--- src/rtl/burst_cmd_planner_pkg.sv ---
package burst_cmd_planner_pkg;
  typedef enum logic [1:0] {TR_IDLE = 2'd0, TR_BUSY = 2'd1, TR_NONSEQ = 2'd2, TR_SEQ = 2'd3} trans_e;
  typedef enum logic [2:0] {
    BU_SINGLE = 3'd0, BU_INCR = 3'd1, BU_WRAP4 = 3'd2, BU_INCR4 = 3'd3,
    BU_WRAP8 = 3'd4, BU_INCR8 = 3'd5, BU_WRAP16 = 3'd6, BU_INCR16 = 3'd7
  } burst_e;
  localparam int unsigned LEN_W = 5;
  localparam int unsigned PF_W  = 2;
endpackage

--- src/rtl/beat_decode.sv ---
module beat_decode
  import burst_cmd_planner_pkg::*;
#(
  parameter int unsigned AW = 32
) (
  input  logic [2:0]       burst_i,
  input  logic [AW-1:0]    addr_i,
  input  logic [2:0]       size_i,
  output logic [LEN_W-1:0] beats_o,
  output logic             wrap_o,
  output logic             fixed_incr_o,
  output logic             split_o,
  output logic [LEN_W-1:0] len_a_o,
  output logic [LEN_W-1:0] len_b_o,
  output logic [AW-1:0]    base_o
);
  logic [AW-1:0] win_mask;
  logic [AW-1:0] off_full;

  always_comb begin
    unique case (burst_e'(burst_i))
      BU_SINGLE:           beats_o = LEN_W'(1);
      BU_INCR:             beats_o = '0;
      BU_WRAP4, BU_INCR4:  beats_o = LEN_W'(4);
      BU_WRAP8, BU_INCR8:  beats_o = LEN_W'(8);
      default:             beats_o = LEN_W'(16);
    endcase
    wrap_o       = (burst_i == BU_WRAP4) || (burst_i == BU_WRAP8) || (burst_i == BU_WRAP16);
    fixed_incr_o = (burst_i == BU_INCR4) || (burst_i == BU_INCR8) || (burst_i == BU_INCR16);
    win_mask     = (AW'(beats_o) << size_i) - AW'(1);
    off_full     = (addr_i & win_mask) >> size_i;
    base_o       = addr_i & ~win_mask;
    split_o      = wrap_o && (off_full != '0);
    len_b_o      = off_full[LEN_W-1:0];
    len_a_o      = split_o ? beats_o - len_b_o : beats_o;
  end
endmodule

--- src/rtl/burst_tracker.sv ---
module burst_tracker
  import burst_cmd_planner_pkg::*;
#(
  parameter int unsigned AW     = 32,
  parameter int unsigned PAGE_W = 10
) (
  input  logic             clk_i,
  input  logic             rst_ni,
  input  logic [1:0]       htrans_i,
  input  logic [2:0]       hburst_i,
  input  logic [AW-1:0]    haddr_i,
  input  logic [2:0]       hsize_i,
  input  logic             pf_depth_i,
  output logic             issue_o,
  output logic [AW-1:0]    addr_o,
  output logic [LEN_W-1:0] len_o,
  output logic [PF_W-1:0]  pf_o,
  output logic             float_set_o
);
  logic [LEN_W-1:0] beats, len_a, len_b;
  logic             wrap, fixed_incr, split;
  logic [AW-1:0]    base;

  beat_decode #(.AW(AW)) u_dec (
    .burst_i(hburst_i), .addr_i(haddr_i), .size_i(hsize_i),
    .beats_o(beats), .wrap_o(wrap), .fixed_incr_o(fixed_incr), .split_o(split),
    .len_a_o(len_a), .len_b_o(len_b), .base_o(base)
  );

  logic             active_q, open_q, fixed_q, busy_q, pend_q;
  logic [AW-1:0]    pend_addr_q;
  logic [LEN_W-1:0] pend_len_q;

  logic             is_nonseq, is_seq, page_hit, brk_hit, open_cmd;
  logic [PF_W-1:0]  spec_pf;

  assign is_nonseq = (htrans_i == TR_NONSEQ);
  assign is_seq    = (htrans_i == TR_SEQ);
  assign page_hit  = (haddr_i[PAGE_W-1:0] == '0);
  assign spec_pf   = pf_depth_i ? PF_W'(2) : PF_W'(1);
  assign brk_hit   = is_seq && active_q && fixed_q && busy_q;
  assign open_cmd  = !is_nonseq && !pend_q &&
                     (brk_hit || (is_seq && active_q && open_q && page_hit));

  // priority: new transfer, pending wrap tail, break / page restart
  always_comb begin
    issue_o     = 1'b0;
    addr_o      = haddr_i;
    len_o       = '0;
    pf_o        = '0;
    float_set_o = 1'b0;
    if (is_nonseq) begin
      issue_o = 1'b1;
      len_o   = len_a;
      if (hburst_i == BU_INCR) begin
        pf_o        = spec_pf;
        float_set_o = 1'b1;
      end
    end else if (pend_q) begin
      issue_o     = 1'b1;
      addr_o      = pend_addr_q;
      len_o       = pend_len_q;
      float_set_o = 1'b1;
    end else if (open_cmd) begin
      issue_o     = 1'b1;
      pf_o        = spec_pf;
      float_set_o = 1'b1;
    end
  end

  always_ff @(posedge clk_i or negedge rst_ni) begin
    if (!rst_ni) begin
      active_q    <= 1'b0;
      open_q      <= 1'b0;
      fixed_q     <= 1'b0;
      busy_q      <= 1'b0;
      pend_q      <= 1'b0;
      pend_addr_q <= '0;
      pend_len_q  <= '0;
    end else begin
      if (is_nonseq) begin
        active_q    <= 1'b1;
        open_q      <= (hburst_i == BU_INCR);
        fixed_q     <= fixed_incr;
        busy_q      <= 1'b0;
        pend_q      <= split;
        pend_addr_q <= base;
        pend_len_q  <= len_b;
      end else begin
        pend_q <= 1'b0;
        if (brk_hit && !pend_q) begin
          open_q  <= 1'b1;
          fixed_q <= 1'b0;
          busy_q  <= 1'b0;
        end
        if (htrans_i == TR_IDLE) begin
          active_q <= 1'b0;
          busy_q   <= 1'b0;
        end else if (htrans_i == TR_BUSY && active_q && fixed_q) begin
          busy_q <= 1'b1;
        end
      end
    end
  end
endmodule

--- src/rtl/float_track.sv ---
module float_track (
  input  logic clk_i,
  input  logic rst_ni,
  input  logic set_i,
  input  logic clr_i,
  output logic float_o
);
  always_ff @(posedge clk_i or negedge rst_ni) begin
    if (!rst_ni)    float_o <= 1'b0;
    else if (set_i) float_o <= 1'b1;
    else if (clr_i) float_o <= 1'b0;
  end
endmodule

--- src/rtl/burst_cmd_planner.sv ---
module burst_cmd_planner
  import burst_cmd_planner_pkg::*;
#(
  parameter int unsigned AW     = 32,
  parameter int unsigned PAGE_W = 10
) (
  input  logic             clk_i,
  input  logic             rst_ni,
  input  logic [1:0]       htrans_i,
  input  logic [2:0]       hburst_i,
  input  logic [AW-1:0]    haddr_i,
  input  logic [2:0]       hsize_i,
  input  logic             pf_depth_i,
  input  logic             eng_done_i,
  output logic             cmd_valid_o,
  output logic [AW-1:0]    cmd_addr_o,
  output logic [LEN_W-1:0] cmd_len_o,
  output logic [PF_W-1:0]  cmd_pf_o,
  output logic             float_o
);
  logic             issue, fset;
  logic [AW-1:0]    n_addr;
  logic [LEN_W-1:0] n_len;
  logic [PF_W-1:0]  n_pf;

  burst_tracker #(.AW(AW), .PAGE_W(PAGE_W)) u_trk (
    .clk_i, .rst_ni, .htrans_i, .hburst_i, .haddr_i, .hsize_i, .pf_depth_i,
    .issue_o(issue), .addr_o(n_addr), .len_o(n_len), .pf_o(n_pf), .float_set_o(fset)
  );

  float_track u_flt (.clk_i, .rst_ni, .set_i(fset), .clr_i(eng_done_i), .float_o);

  always_ff @(posedge clk_i or negedge rst_ni) begin
    if (!rst_ni) begin
      cmd_valid_o <= 1'b0;
      cmd_addr_o  <= '0;
      cmd_len_o   <= '0;
      cmd_pf_o    <= '0;
    end else begin
      cmd_valid_o <= issue;
      cmd_addr_o  <= issue ? n_addr : '0;
      cmd_len_o   <= issue ? n_len  : '0;
      cmd_pf_o    <= issue ? n_pf   : '0;
    end
  end
endmodule

--- config.mk ---
export PLATFORM = sky130hd
export DESIGN_NAME = burst_cmd_planner
export DESIGN_NICKNAME = d
export VERILOG_FILES = /design/src/rtl/burst_cmd_planner_pkg.sv /design/src/rtl/beat_decode.sv /design/src/rtl/burst_tracker.sv /design/src/rtl/float_track.sv /design/src/rtl/burst_cmd_planner.sv
export SDC_FILE = /design/constraint.sdc
export NUM_CORES = 1
export LEC_CHECK = 0
export ABC_CLOCK_PERIOD_IN_PS = 1600
export BUFFER_PORTS_ARGS = -buffer_cell sky130_fd_sc_hd__buf_2
export CAP_MARGIN = 20
export CORE_ASPECT_RATIO = 0.8
export CORE_MARGIN = 4
export CORE_UTILIZATION = 35
export DETAILED_ROUTE_END_ITERATION = 10
export PLACE_DENSITY = 0.68
export SLEW_MARGIN = 20
export SYNTH_ARGS = -nofsm -noshare
export SYNTH_HDL_FRONTEND = slang
export SYNTH_SLANG_ARGS = --single-unit
--- constraint.sdc ---
create_clock -name clk_i -period 1.6 [get_ports clk_i]
set_input_delay 0.24 -clock clk_i [delete_from_list [all_inputs] [get_ports clk_i]]
set_output_delay 0.24 -clock clk_i [all_outputs]
set_load 0.02 [all_outputs]
==> run_results.csv, run 1 <==
group,metric,value,unit
placed_design,place_area,0.00662,mm²
global_route,overflow,0,
sta,hold_viol_final,0,
setup_path,cpMaxStageDelayCell,"or4b_4",
setup_path,slowest_delay,0.53,ns
clocking,ctsHtreeMaxLevel,3,
sta,finalSetupViolCount,25,
clocking,cts-buffers-inserted,9,
logic_synthesis,yosysTopAreaCell,"dfrtp_1",
routing,ant_nets,0,
routing,vias,5358,
setup_path,cp_common_cell,"buf_6",
finish,utilization,54.2,%
die,fp.dieW,141,µm
global_route,grt_start_max_net_pins,33,
logic_synthesis,synth_edf_count,0,
clocking,cts_buffer_depth,2,
global_route,gr-usage-all-layers,22.2,%
logic_synthesis,ys_ff_latch,83,
routing,drtPass1Iterations,5,
sta,fin_ws,-1.63,ns
die,pin_count,85,
logic_synthesis,syn_area,0.00492,mm²
placed_design,pre_cts_slack,-2.01,ns
logic_synthesis,syn_nets,642,
finish,drive_gt1_share,42.1,%
routing,met1_length,8370,µm
setup_path,critPathCaptureType,"flop",
power,leakage,3.63,nW
global_route,grt_pass1_wl,28000,µm
global_route,antenna_found_initial,0,
placed_design,io_buffers,84,
power,powerDensity,848,mW/mm²
power,switchingPower,1.89,mW
finish,design_area,0.00742,mm²
sta,period_minus_slack,3.23,ns
power,ir_drop,530,µV
die,die_h,114,µm
sta,fmax,309,MHz
power,p_clk_share,33.7,%
sta,fin_hold_ws,0.0527,ns
power,p_int,4.40,mW
hold_path,hp-class,"in2reg",
routing,first_iter_violations,663,
logic_synthesis,synth_cell_types,83,
setup_path,cp-start-kind,"primary input",
finish,area_delta_synth_final,50.6,%
setup_path,path_class,"in2reg",
routing,routedWlPerCell,17.6,µm
finish,final_nets,863,
routing,wl_met3,1300,µm
die,dieArea,0.0160,mm²
logic_synthesis,ys_warn_count,0,
clocking,clkTransAtPathRegs,0.06,ns
setup_path,critPathArrivalTime,3.46,ns
global_route,grt_pass1_vias,5125,
finish,diodes,0,
die,initial_core_util,36.0,%
logic_synthesis,synthArstFlopShare,100,%
sta,rsz0062_at_grt,"true",
routing,top_layer,"met4",
clocking,root_buffer,"clkbuf_16",
clocking,cts_tree,"built",
placed_design,place.gp.congestion,0.995,
sta,maxSlewHeadroom,42.4,%
placed_design,hpwl,13100,µm
die,core-area,0.0137,mm²
job,maxCapViolations,0,
logic_synthesis,syn-instance-count,593,
setup_path,crit_fanout,8,
logic_synthesis,ys_dominant_reg_cell,"dfrtp_1",
routing,viasPerCell,5.36,
setup_path,cp_cell_sequence,"buf_6, buf_8, or4b_4, o211ai_4, buf_4, buf_6, a211oi_4, nand4b_1, o311ai_2, o221a_4, inv_4, ha_4, o21a_1, o211ai_1, nand2_1, xor2_1, a2111oi_1, a211o_1",
setup_path,required,1.82,ns
sta,fin_skew,0.00753,ns
clocking,clock_latency,0.35,ns
outcome,outcome,"finished, violations left",
power,seq_power_share,38.0,%
logic_synthesis,yosysTopAreaCellShare,42.2,%
sta,worstMarginPinSlew,0.862,ns
routing,drc_errors,0,
logic_synthesis,avgSynthCellArea,8.30,µm²
power,switching_share,30.0,%
power,comb_power_share,28.3,%
outcome,failed_checks,"negative setup slack",
logic_synthesis,yosysSeqAreaShare,42.2,%
routing,drt-total-wl,17600,µm
routing,wl_met2,7710,µm
clocking,clock-sinks,83,
die,rows,38,
sta,post-route-period-util,202,%
sta,slew_violations,0,
logic_synthesis,synth_area_leaders,"dfrtp_1, nand2_1, o21ai_0, nand3_1, nor2_1",
-- cells in the mapped netlist (4+ instances only) --
library cell  number
nand2_1          166
dfrtp_1           83
o21ai_0           48
nand3_1           40
nor2_1            28
clkbuf_1          26
a21oi_1           17
nor3_1            15
inv_1             12
buf_2             10
o31ai_1            8
o211ai_1           7
ha_1               5
nand3b_1           5
xnor2_1            5
xor2_1             5
o21a_1             4
or4_1              4
-- critical path: cells and delay by family --
family	cells	cell delay [ns]
AOI/OAI and AO/OA	8	1.38
buffers and inverters	5	0.53
and+or+nand+nor	3	0.83
xor gates and xnor gates	1	0.21
adders and majority gates	1	0.26
-- power groups by stage --
stage	Combinational (mW)	Clock [mW]	Sequential, mW
2_1_floorplan	0.701	0	2.50
3_3_place_gp	1.51	0	2.41
3_5_place_dp	1.55	0	2.42
4_1_cts	1.63	2.17	2.39
5_1_grt	1.92	2.27	2.41
6_report	1.78	2.12	2.39
-- routing by layer --
layer	GRT usage, %	vias up
met5	0	-
met4	5.29	0
met3	4.89	23
met2	32.3	220
met1	33.5	2594
li1	-	2521
-- state kept, by name, indices dropped and copies added (netlist names), 2 cells and up --
register and flops:
u_trk.pend_addr_q 32, cmd_addr_o 32, cmd_pf_o 2, cmd_len_o 5
u_trk.pend_len_q 5
-- cell type report --
type	instances	area, µm²
Clock inverter	4	48.8
Inverter	14	58.8
Sequential cell	83	2080
Fill cell	1273	6280
Multi-Input combinational cell	452	2910
Tap cell	180	225
Clock buffer	12	256
Timing Repair Buffer	254	1850
-- what timing repair did --
action / in CTS / in global routing
endpoints found under the setup margin: 51 / 47
setup buffers: 11 / 13
pin swaps: 22 / 21
hold buffers: 1 / 0
gates resized for setup: 32 / 55
endpoints found under the hold margin: 30 / 0
-- metrics by stage --
step	total power [mW]	cells	TNS, ns
3_3_place_gp	3.93	961	-35.42
5_1_grt	6.59	999	-15.54
6_report	6.29	999	-14.03
4_1_cts	6.18	988	-13.90
3_5_place_dp	3.97	961	-37.61
2_1_floorplan	3.20	593	-22.34
-- final timing paths --
check,to,slack (ns),startpoint,depth (start not counted)
setup / recovery,cmd_len_o[4],-1.63,hburst_i[1],18
hold / removal,cmd_pf_o[0],0.05,pf_depth_i,2
setup reg to reg,cmd_len_o[1],-0.05,u_trk.open_q,6
hold reg to reg,u_trk.pend_addr_q[13],0.47,u_trk.pend_addr_q[13],2
max in group asynchronous,cmd_addr_o[4],0.67,rst_ni,3
min in group asynchronous,u_trk.pend_len_q[0],0.41,rst_ni,2
-- kinds of logic (layout without fill, tap and decap cells) --
| group | Yosys count | in the layout | share of synthesized area (%) |
|---|---|---|---|
| xor+xnor | 10 | 10 | 1.78 |
| mux | 6 | 6 | 1.30 |
| fa+ha+maj | 5 | 5 | 1.27 |
| simple gates | 297 | 297 | 28.5 |
| compound gates | 134 | 134 | 19.7 |
| buf+inv | 58 | 284 | 5.28 |
| flops | 83 | 83 | 42.2 |
-- cell usage in the layout (no fill, tap or decap), types with 4 or more instances in the layout --
| master | Yosys | layout |
|---|---|---|
| nand2_1 | 166 | 162 |
| buf_4 | 2 | 151 |
| dfrtp_1 | 83 | 83 |
| buf_2 | 10 | 81 |
| nand3_1 | 40 | 37 |
| o21ai_0 | 48 | 27 |
| nor2_1 | 28 | 24 |
| o21ai_1 | 2 | 15 |
| a21oi_1 | 17 | 15 |
| nor3_1 | 15 | 13 |
| buf_6 | 3 | 13 |
| inv_1 | 12 | 9 |
| clkbuf_16 | 0 | 9 |
| o21ai_2 | 0 | 8 |
| o211ai_1 | 7 | 7 |
| buf_12 | 0 | 6 |
| nand3b_1 | 5 | 5 |
| xnor2_1 | 5 | 5 |
| xor2_1 | 5 | 4 |
| o21a_1 | 4 | 4 |
| o31ai_4 | 0 | 4 |
(Power assumes the default switching activity.)
==> run 2: changes to the inputs <==
Settings changed: PLACE_DENSITY 0.68 to 0.67, SYNTH_HIERARCHICAL from default to 1.
==> run 2 against run 1 <==
Effect of this change: the flow still finishes with violations (negative setup slack); non-clock buffer count is 14 higher; worst setup slack worse by 0.054 ns; die area is 13% higher; routed wire length is 7.3% higher; synthesized cell count is 10% higher; critical path type unchanged; largest cell class unchanged.
==> run_results.csv, run 2 <==
group,metric,value,unit
outcome,outcome,"finished, violations left",
outcome,failed_checks,"negative setup slack",
finish,final_cell_mix,"buf_4, nand2_1, dfrtp_1",
global_route,gr-usage-all-layers,21.1,%
logic_synthesis,avgSynthCellArea,8.55,µm²
sta,finalSetupViolCount,15,
sta,fmax,304,MHz
die,rows,41,
power,leakage,4.23,nW
routing,vias,5649,
clocking,cts_tree,"built",
sta,worstMarginPinSlew,0.617,ns
finish,utilization,53.5,%
clocking,clkTransAtPathRegs,0.06,ns
placed_design,io_buffers,84,
global_route,use_met3,5.41,%
clocking,cts_buffer_depth,2,
die,die_h,121,µm
clocking,clock_latency,0.35,ns
routing,drc_errors,0,
placed_design,place_area,0.00743,mm²
power,powerDensity,754,mW/mm²
finish,diodes,0,
power,comb_power_share,32.1,%
logic_synthesis,syn-instance-count,653,
power,p_int,4.34,mW
clocking,clock-sinks,83,
setup_path,path_class,"in2reg",
die,initial_core_util,35.6,%
placed_design,pre_cts_slack,-2.19,ns
sta,hold_viol_final,0,
setup_path,cpMaxStageDelayCell,"or4b_1",
finish,largestRegisters,"cmd_addr_o (32), u_trk/pend_addr_q (32)",
power,switchingPower,2.00,mW
finish,final_common_cell,"buf_4",
die,fp.dieW,149,µm
routing,drt-total-wl,18900,µm
global_route,grt_pass1_vias,5620,
clocking,root_buffer,"clkbuf_16",
finish,final_nets,937,
sta,post-route-period-util,205,%
setup_path,critPathArrivalTime,3.52,ns
finish,design_area,0.00840,mm²
finish,drive_gt1_share,45.1,%
sta,slew_violations,0,
placed_design,hpwl,14100,µm
die,dieArea,0.0181,mm²
global_route,met1_usage,30.9,%
setup_path,critical_path.top_delay_family,"simple AND/OR/NAND/NOR gates",
finish,area_delta_synth_final,50.4,%
global_route,overflow,0,
logic_synthesis,ys_warn_count,6,
sta,period_minus_slack,3.29,ns
power,p_clk_share,30.6,%
routing,ant_nets,0,
setup_path,cp_common_cell,"nand2_1",
global_route,grt_start_max_net_pins,36,
die,core-area,0.0157,mm²
setup_path,slowest_delay,0.55,ns
power,seq_power_share,37.3,%
sta,maxSlewHeadroom,58.4,%
job,maxCapViolations,0,
setup_path,required,1.83,ns
setup_path,cp-start-kind,"primary input",
logic_synthesis,syn_area,0.00559,mm²
setup_path,crit_buf_inv,2,
sta,fin_ws,-1.69,ns
sta,rsz0062_at_grt,"true",
setup_path,crit_fanout,7,
die,pin_count,85,
hold_path,hp-class,"in2reg",
clocking,cts-buffers-inserted,9,
routing,viasPerCell,5.10,
global_route,met2_usage,30.6,%
routing,first_iter_violations,494,
logic_synthesis,syn_nets,703,
global_route,antenna_found_initial,0,
placed_design,place.gp.congestion,0.935,
global_route,grt_pass1_wl,29900,µm
global_route,top_usage_layer,"met1",
power,switching_share,31.5,%
setup_path,cp_cell_sequence,"buf_8, or4bb_4, o22ai_2, a21o_1, nor3_4, ha_4, inv_2, and3_4, a211oi_2, o21a_1, a41oi_2, or4b_1, nor4_2, a31o_4, nor2_2, xnor2_1, nand2_1, nand2_1, and2_1",
setup_path,critPathCaptureType,"flop",
sta,fin_skew,0.00685,ns
power,ir_drop,522,µV
routing,drtPass1Iterations,5,
clocking,ctsHtreeMaxLevel,3,
finish,nFillCells,1447,
routing,routedWlPerCell,17.1,µm
-- run 2: metrics by stage --
stage	hold WS, ns	cells	power [mW]	TNS, ns
final	0.158	1107	6.34	-14.69
after global routing	0.162	1107	6.69	-16.44
after CTS	0.142	1114	6.27	-15.07
after detailed placement	0.219	1061	4.15	-34.38
after global placement	0.222	1061	4.15	-32.88
after floorplan	-0.0556	653	3.38	-23.51
-- run 2: worst register-to-register path, cell delays in order (launching register included) --
cell and delay [ns]:
dfrtp_1 0.38, nor4b_1 0.28, nand4_1 0.20, nand3_2 0.17, buf_4 0.21, and2_1 0.15
-- run 2: per-layer routing --
layer,vias to the layer above,part of all wire (%)
met4,0,2.0
met2,186,42
met3,29,7.7
met5,-,0
li1,2741,-
met1,2693,48
-- run 2: area by class of cell --
| class | instances | area (µm²) | area share [%] |
|---|---|---|---|
| Inverter | 24 | 90.1 | 1.07 |
| Clock buffer | 9 | 225 | 2.68 |
| Sequential cell | 83 | 2080 | 24.7 |
| Multi-Input combinational cell | 501 | 3680 | 43.8 |
| Timing Repair Buffer | 268 | 2010 | 23.9 |
| Clock inverter | 7 | 51.3 | 0.611 |
| Tap cell | 215 | 269 | 3.20 |
-- run 2: timing repair --
| item | CTS | global route |
|---|---|---|
| pin swaps | 35 | 25 |
| setup endpoints to repair | 28 | 44 |
| hold buffers | 1 | 0 |
| gates resized for setup | 65 | 48 |
| setup buffers | 40 | 10 |
| endpoints found under the hold margin | 30 | 0 |
-- run 2: final timing paths --
kind / start / end / slack, ns / depth (start not counted)
hold / removal: eng_done_i / u_flt/float_o / 0.16 / 3
setup reg to reg: u_trk/active_q / cmd_addr_o[1] / 0.15 / 5
hold reg to reg: u_trk/pend_addr_q[4] / u_trk/pend_addr_q[4] / 0.47 / 2
setup / recovery: hburst_i[2] / cmd_len_o[4] / -1.69 / 19
min in group asynchronous: rst_ni / cmd_addr_o[4] / 0.40 / 2
max in group asynchronous: rst_ni / cmd_addr_o[22] / 0.72 / 3
-- run 2: power by group through the flow --
stage	logic (mW)	registers, mW	clock network (mW)
global route	2.21	2.38	2.10
floorplan	0.921	2.46	0
global placement	1.75	2.39	0
detailed placement	1.75	2.40	0
CTS	1.91	2.36	2.00
finish	2.03	2.36	1.94
